--- src/rtl/itlb_repl_pkg.sv ---
package itlb_repl_pkg;

    localparam int ORDER_W = 6;
    localparam int WAYS    = 4;
    localparam int WAY_W   = $clog2(WAYS);

    typedef enum logic [2:0] {
        VIC_W0,
        VIC_W1,
        VIC_W2,
        VIC_W3,
        VIC_BAD
    } victim_e;

    typedef enum logic [1:0] {
        ORD_HOLD,
        ORD_LOAD,
        ORD_TOUCH
    } ord_step_e;

    typedef enum logic [1:0] {
        RR_HOLD,
        RR_LOAD,
        RR_WRAP,
        RR_ADV
    } rr_step_e;

endpackage

--- src/rtl/itlb_order_reg.sv ---
module itlb_order_reg
    import itlb_repl_pkg::*;
(
    input  logic               clk,
    input  logic               rst_n,
    input  logic               hit_valid,
    input  logic [WAY_W-1:0]   hit_idx,
    input  logic               cfg_we,
    input  logic [ORDER_W-1:0] cfg_lru,
    output logic [ORDER_W-1:0] order_q
);

    ord_step_e          step;
    logic [ORDER_W-1:0] set_mask;
    logic [ORDER_W-1:0] clr_mask;
    logic [ORDER_W-1:0] order_d;

    // Software write outranks a hit in the same cycle.
    always_comb begin
        if (cfg_we)         step = ORD_LOAD;
        else if (hit_valid) step = ORD_TOUCH;
        else                step = ORD_HOLD;
    end

    // Each touched entry has its own set and clear masks.
    always_comb begin
        unique case (hit_idx)
            2'd0: begin set_mask = 6'b000000; clr_mask = 6'b111000; end
            2'd1: begin set_mask = 6'b100000; clr_mask = 6'b000110; end
            2'd2: begin set_mask = 6'b010100; clr_mask = 6'b000001; end
            default: begin set_mask = 6'b001011; clr_mask = 6'b000000; end
        endcase
    end

    always_comb begin
        unique case (step)
            ORD_LOAD:  order_d = cfg_lru;
            ORD_TOUCH: order_d = (order_q & ~clr_mask) | set_mask;
            default:   order_d = order_q;
        endcase
    end

    always_ff @(posedge clk) begin
        if (!rst_n) order_q <= '0;
        else        order_q <= order_d;
    end

endmodule

--- src/rtl/itlb_victim_dec.sv ---
module itlb_victim_dec
    import itlb_repl_pkg::*;
(
    input  logic [ORDER_W-1:0] order_q,
    output victim_e            victim
);

    logic pick0, pick1, pick2, pick3;

    always_comb begin
        pick0 = &order_q[5:3];
        pick1 = ({order_q[5], order_q[2], order_q[1]} == 3'b001);
        pick2 = ({order_q[4], order_q[2], order_q[0]} == 3'b001);
        pick3 = ({order_q[3], order_q[1], order_q[0]} == 3'b000);
    end

    // The patterns are tested in a fixed order; the first one that matches wins.
    always_comb begin
        if (pick0)      victim = VIC_W0;
        else if (pick1) victim = VIC_W1;
        else if (pick2) victim = VIC_W2;
        else if (pick3) victim = VIC_W3;
        else            victim = VIC_BAD;
    end

endmodule

--- src/rtl/utlb_rr_counter.sv ---
module utlb_rr_counter
    import itlb_repl_pkg::*;
#(
    parameter int ENTRIES = 64,
    parameter int CNT_W   = $clog2(ENTRIES)
) (
    input  logic             clk,
    input  logic             rst_n,
    input  logic             acc,
    input  logic             cfg_we,
    input  logic [CNT_W-1:0] cfg_urb,
    input  logic [CNT_W-1:0] cfg_urc,
    output logic [CNT_W-1:0] urc_q,
    output logic [CNT_W-1:0] urb_q
);

    localparam logic [CNT_W-1:0] LAST = CNT_W'(ENTRIES - 1);

    rr_step_e         step;
    logic [CNT_W-1:0] urc_d;
    logic [CNT_W-1:0] urb_d;

    always_comb begin
        if (cfg_we)                               step = RR_LOAD;
        else if (!acc)                            step = RR_HOLD;
        else if (urc_q == urb_q || urc_q == LAST) step = RR_WRAP;
        else                                      step = RR_ADV;
    end

    always_comb begin
        urb_d = urb_q;
        unique case (step)
            RR_LOAD: begin urc_d = cfg_urc; urb_d = cfg_urb; end
            RR_WRAP: urc_d = '0;
            RR_ADV:  urc_d = urc_q + 1'b1;
            default: urc_d = urc_q;
        endcase
    end

    always_ff @(posedge clk) begin
        if (!rst_n) begin
            urc_q <= '0;
            urb_q <= '0;
        end else begin
            urc_q <= urc_d;
            urb_q <= urb_d;
        end
    end

endmodule

--- src/rtl/itlb_repl_tracker.sv ---
module itlb_repl_tracker
    import itlb_repl_pkg::*;
#(
    parameter int UTLB_ENTRIES = 64,
    parameter int CNT_W        = $clog2(UTLB_ENTRIES)
) (
    input  logic               clk,
    input  logic               rst_n,
    input  logic               hit_valid,
    input  logic [WAY_W-1:0]   hit_idx,
    input  logic               utlb_acc,
    input  logic               cfg_we,
    input  logic [ORDER_W-1:0] cfg_lru,
    input  logic [CNT_W-1:0]   cfg_urb,
    input  logic [CNT_W-1:0]   cfg_urc,
    output logic [WAY_W-1:0]   victim_idx,
    output logic               victim_err,
    output logic [CNT_W-1:0]   urc_value
);

    logic [ORDER_W-1:0] lru_q;
    logic [CNT_W-1:0]   urb_q;
    victim_e            victim;

    itlb_order_reg u_order (
        .clk       (clk),
        .rst_n     (rst_n),
        .hit_valid (hit_valid),
        .hit_idx   (hit_idx),
        .cfg_we    (cfg_we),
        .cfg_lru   (cfg_lru),
        .order_q   (lru_q)
    );

    itlb_victim_dec u_dec (
        .order_q (lru_q),
        .victim  (victim)
    );

    utlb_rr_counter #(
        .ENTRIES (UTLB_ENTRIES),
        .CNT_W   (CNT_W)
    ) u_rr (
        .clk     (clk),
        .rst_n   (rst_n),
        .acc     (utlb_acc),
        .cfg_we  (cfg_we),
        .cfg_urb (cfg_urb),
        .cfg_urc (cfg_urc),
        .urc_q   (urc_value),
        .urb_q   (urb_q)
    );

    // Map the decoded victim onto the output pins.
    always_comb begin
        victim_err = 1'b0;
        unique case (victim)
            VIC_W0:  victim_idx = 2'd0;
            VIC_W1:  victim_idx = 2'd1;
            VIC_W2:  victim_idx = 2'd2;
            VIC_W3:  victim_idx = 2'd3;
            default: begin victim_idx = 2'd0; victim_err = 1'b1; end
        endcase
    end

endmodule

--- config.mk ---
export PLATFORM = sky130hd
export DESIGN_NAME = itlb_repl_tracker
export DESIGN_NICKNAME = d
export VERILOG_FILES = /design/src/rtl/itlb_repl_pkg.sv /design/src/rtl/itlb_order_reg.sv /design/src/rtl/itlb_victim_dec.sv /design/src/rtl/utlb_rr_counter.sv /design/src/rtl/itlb_repl_tracker.sv
export SDC_FILE = /design/constraint.sdc
export NUM_CORES = 1
export LEC_CHECK = 0
export BUFFER_PORTS_ARGS = -buffer_cell sky130_fd_sc_hd__buf_2
export CORE_MARGIN = 2
export CORE_UTILIZATION = 47
export DETAILED_ROUTE_END_ITERATION = 12
export GPL_ROUTABILITY_DRIVEN = 0
export PLACE_DENSITY = 0.76
export SLEW_MARGIN = 40
export SYNTH_ARGS = -nofsm -noshare
export SYNTH_HDL_FRONTEND = slang
export SYNTH_SLANG_ARGS = --single-unit
--- constraint.sdc ---
create_clock -name clk -period 1.65 [get_ports clk]
set_input_delay 0.0825 -clock clk [delete_from_list [all_inputs] [get_ports clk]]
set_output_delay 0.0825 -clock clk [all_outputs]
set_load 0.01 [all_outputs]
==> impl_metrics.csv <==
group,metric,value,unit
timing,fin_tns_setup,0,ns
synthesis,syn_warnings,0,
global_route,pin_count_of_the_biggest_net_entering_global_routing,15,
synthesis,postSynthNetCount,143,
synthesis,synth.lib_cells_used.distinct,35,
clock_tree,tritoncts.num_buffers,3,
clock_tree,cts_tree,"done",
floorplan,die-width,49.7,µm
timing,worst_slew_margin_rel,77.8,%
worst_hold_path,worstHoldPathType,"in2reg",
floorplan,core_area,1960,µm²
critical_path,required,1.85,ns
floorplan,die_area,2470,µm²
synthesis,syn_avg_cell_area,8.39,µm²
clock_tree,cts_sinks,18,
place,post-place-cells,177,
power_and_ir_drop,leakagePower,0.555,nW
clock_tree,max-clock-path-buffers,2,
run_status,outcome,"complete, no violations",
floorplan,row_count,16,
synthesis,synthesis.instances,117,
layout,final_layout_size_suffix_gt1_share,29.9,%
timing,tightestPinTransition,0.331,ns
detailed_routing,via_per_inst,5.39,
detailed_routing,routed_wire_length_per_instance,13.0,µm
critical_path,crit-reg2reg-launch,"u_rr.urc_q[0]",
place,count_of_input_and_output_buffers,33,
detailed_routing,vias,975,
synthesis,mappedNetlistArea,982,µm²
detailed_routing,drt_wl_total,2.35,mm
critical_path,critical_path_arrival,1.72,ns
synthesis,yosysSeqAreaShare,36.7,%
worst_hold_path,hold_path.startpoint,"cfg_urb[4]",
synthesis,synth_flop_cell,"dfxtp_1",
critical_path,critical-path-slowest-cell,"dfxtp_1",
clock_tree,clk_pin_slew_worst_setup_hold_paths,0.10,ns
run,timing.max_cap.violations,0,
critical_path,largest_delay_share_family_worst_path,"compound AO/OA/AOI/OAI gates",
critical_path,worstSetupEndpointType,"flop",
layout,final_cell_mix,"buf_2, dfxtp_1, nor2_1",
detailed_routing,detail_route.first_pass.iterations,4,
timing,setup_viol,0,
critical_path,critPathLaunchType,"flop",
floorplan,die_y,49.7,µm
layout,nets,181,
timing,f_max,0.658,GHz
layout,synthToLayoutAreaGrowth,25.2,%
place,place_hpwl,1.82,mm
global_route,grt.overflow.total,0,
layout,mostFrequentLayoutCell,"buf_2",
floorplan,io_pins,34,
clock_tree,clock_latency,0.29,ns
timing,hold_viol,0,
power_and_ir_drop,powerDensity,798,nW/µm²
critical_path,worst_path_largest_cell_delay,0.33,ns
timing,clock-skew-final,0.00380,ns
synthesis,synthArstFlopShare,0,%
timing,period_minus_slack,1.52,ns
synthesis,number_of_enable_type_register_cells_in_the_synthesized_netlist,0,
critical_path,worstSetupStartpoint,"u_rr.urc_q[0]",
detailed_routing,final_antenna_net_count,0,
critical_path,critPathBufInv,0,
clock_tree,root_buffer,"clkbuf_4",
power_and_ir_drop,worst_ir_drop_vdd,0.513,mV
global_route,global_route_wire_length_before_repair,4.03,mm
critical_path,setup.worst_path.class,"reg2reg",
global_route,grtUsageTotal,20.9,%
critical_path,cp_cell_instances,"ha_1 > and3_4 > a311oi_2 > o21ai_1 > a2111oi_2",
global_route,first_global_vias,933,
floorplan,floorplan.initialDensity,50.1,%
detailed_routing,dr.first_iter.drc_count,17,
timing,final-max-slew-violation-count,0,
timing,grt_setup_unrepaired,"no",
timing,period_share,92.1,%
global_route,number_of_antenna_violations_at_the_first_check_in_global_routing,0,
critical_path,crit_fanout,3,
layout,diodes,0,
clock_tree,cts_htree_levels,1,
layout,finalNonFillerCells,181,
synthesis,yosys_register_bits,18,
detailed_routing,remaining_drc_errors,0,
## worst min-delay path: stages
cell and delay, ns:
buf_2 0.07, mux2i_1 0.05, nor2_1 0.08
## logic make-up after synthesis
group / share of synthesized area (%)
buffers and inverters: 2.93
AOI/OAI and AO/OA: 19.6
muxes: 8.15
xor gates and xnor gates: 8.92
DFF: 36.7
adders and majority gates: 1.27
and+or+nand+nor: 22.4
## synthesized netlist by cell type (2+ instances only)
library cell	count	area (µm²)
or3_1	2	12.5
o22ai_1	3	18.8
nand2b_1	3	18.8
mux2i_1	8	80.1
xnor2_1	8	70.1
nor3_1	2	10.0
buf_2	2	10.0
a21oi_1	11	55.1
o21ai_0	2	10.0
nor2b_1	4	25.0
nor2_1	14	52.6
nand2_1	9	33.8
and3_1	4	25.0
xor2_1	2	17.5
o21ai_1	2	10.0
nand3_1	2	10.0
dfxtp_1	18	360
a211oi_1	3	22.5
clkbuf_1	2	7.51
## power breakdown
group / leakage [nW] / switching, mW / internal, mW
Clock: 0.0210 / 0.135 / 0.135
Combinational: 0.385 / 0.112 / 0.106
Sequential: 0.149 / 0.0300 / 0.463
Total: 0.555 / 0.277 / 0.704
## final timing paths
check	to	slack, ns	depth (start not counted)
worst min register to register	u_rr.urb_q[2]	0.54	2
worst max-delay path	u_rr.urc_q[1]	0.13	5
worst max register to register	u_rr.urc_q[1]	0.13	5
worst min-delay path	u_rr.urb_q[4]	0.03	3
## routing by layer
| layer | global-route usage, % | wire length, µm |
|---|---|---|
| met5 | 0 | 0 |
| met4 | 2.78 | 10 |
| met3 | 6.97 | 145 |
| met2 | 35.3 | 1150 |
| met1 | 26.5 | 1040 |
## stage by stage
stage	hold slack, ns	power [mW]	setup WS (ns)	instance area [µm²]	utilization (%)
2_1_floorplan	0.227	0.632	0.0926	982	-
3_3_place_gp	0.319	0.712	0.152	1190	60.8
3_5_place_dp	0.327	0.720	0.0965	1190	60.8
4_1_cts	0.0173	0.992	0.0722	1230	62.7
5_1_grt	0.0196	1.04	0.0518	1230	62.7
6_report	0.0268	0.981	0.130	1230	62.7
## cell type report
| class | instances | area [µm²] |
|---|---|---|
| repair buffers | 37 | 195 |
| fillers | 197 | 732 |
| well taps | 27 | 33.8 |
| inverters | 3 | 11.3 |
| clock buffers | 4 | 36.3 |
| multi-input cells | 92 | 593 |
| flip-flops and latches | 18 | 360 |
## repair_timing
action / 4_1_cts / 5_1_grt
hold buffers: 0 / 0
hold endpoints to repair: 0 / 0
endpoints found under the setup margin: 0 / 1
buffers inserted: 0 / 0
resized for setup: 0 / 0
Note: power is estimated with default switching activity, not from simulation.
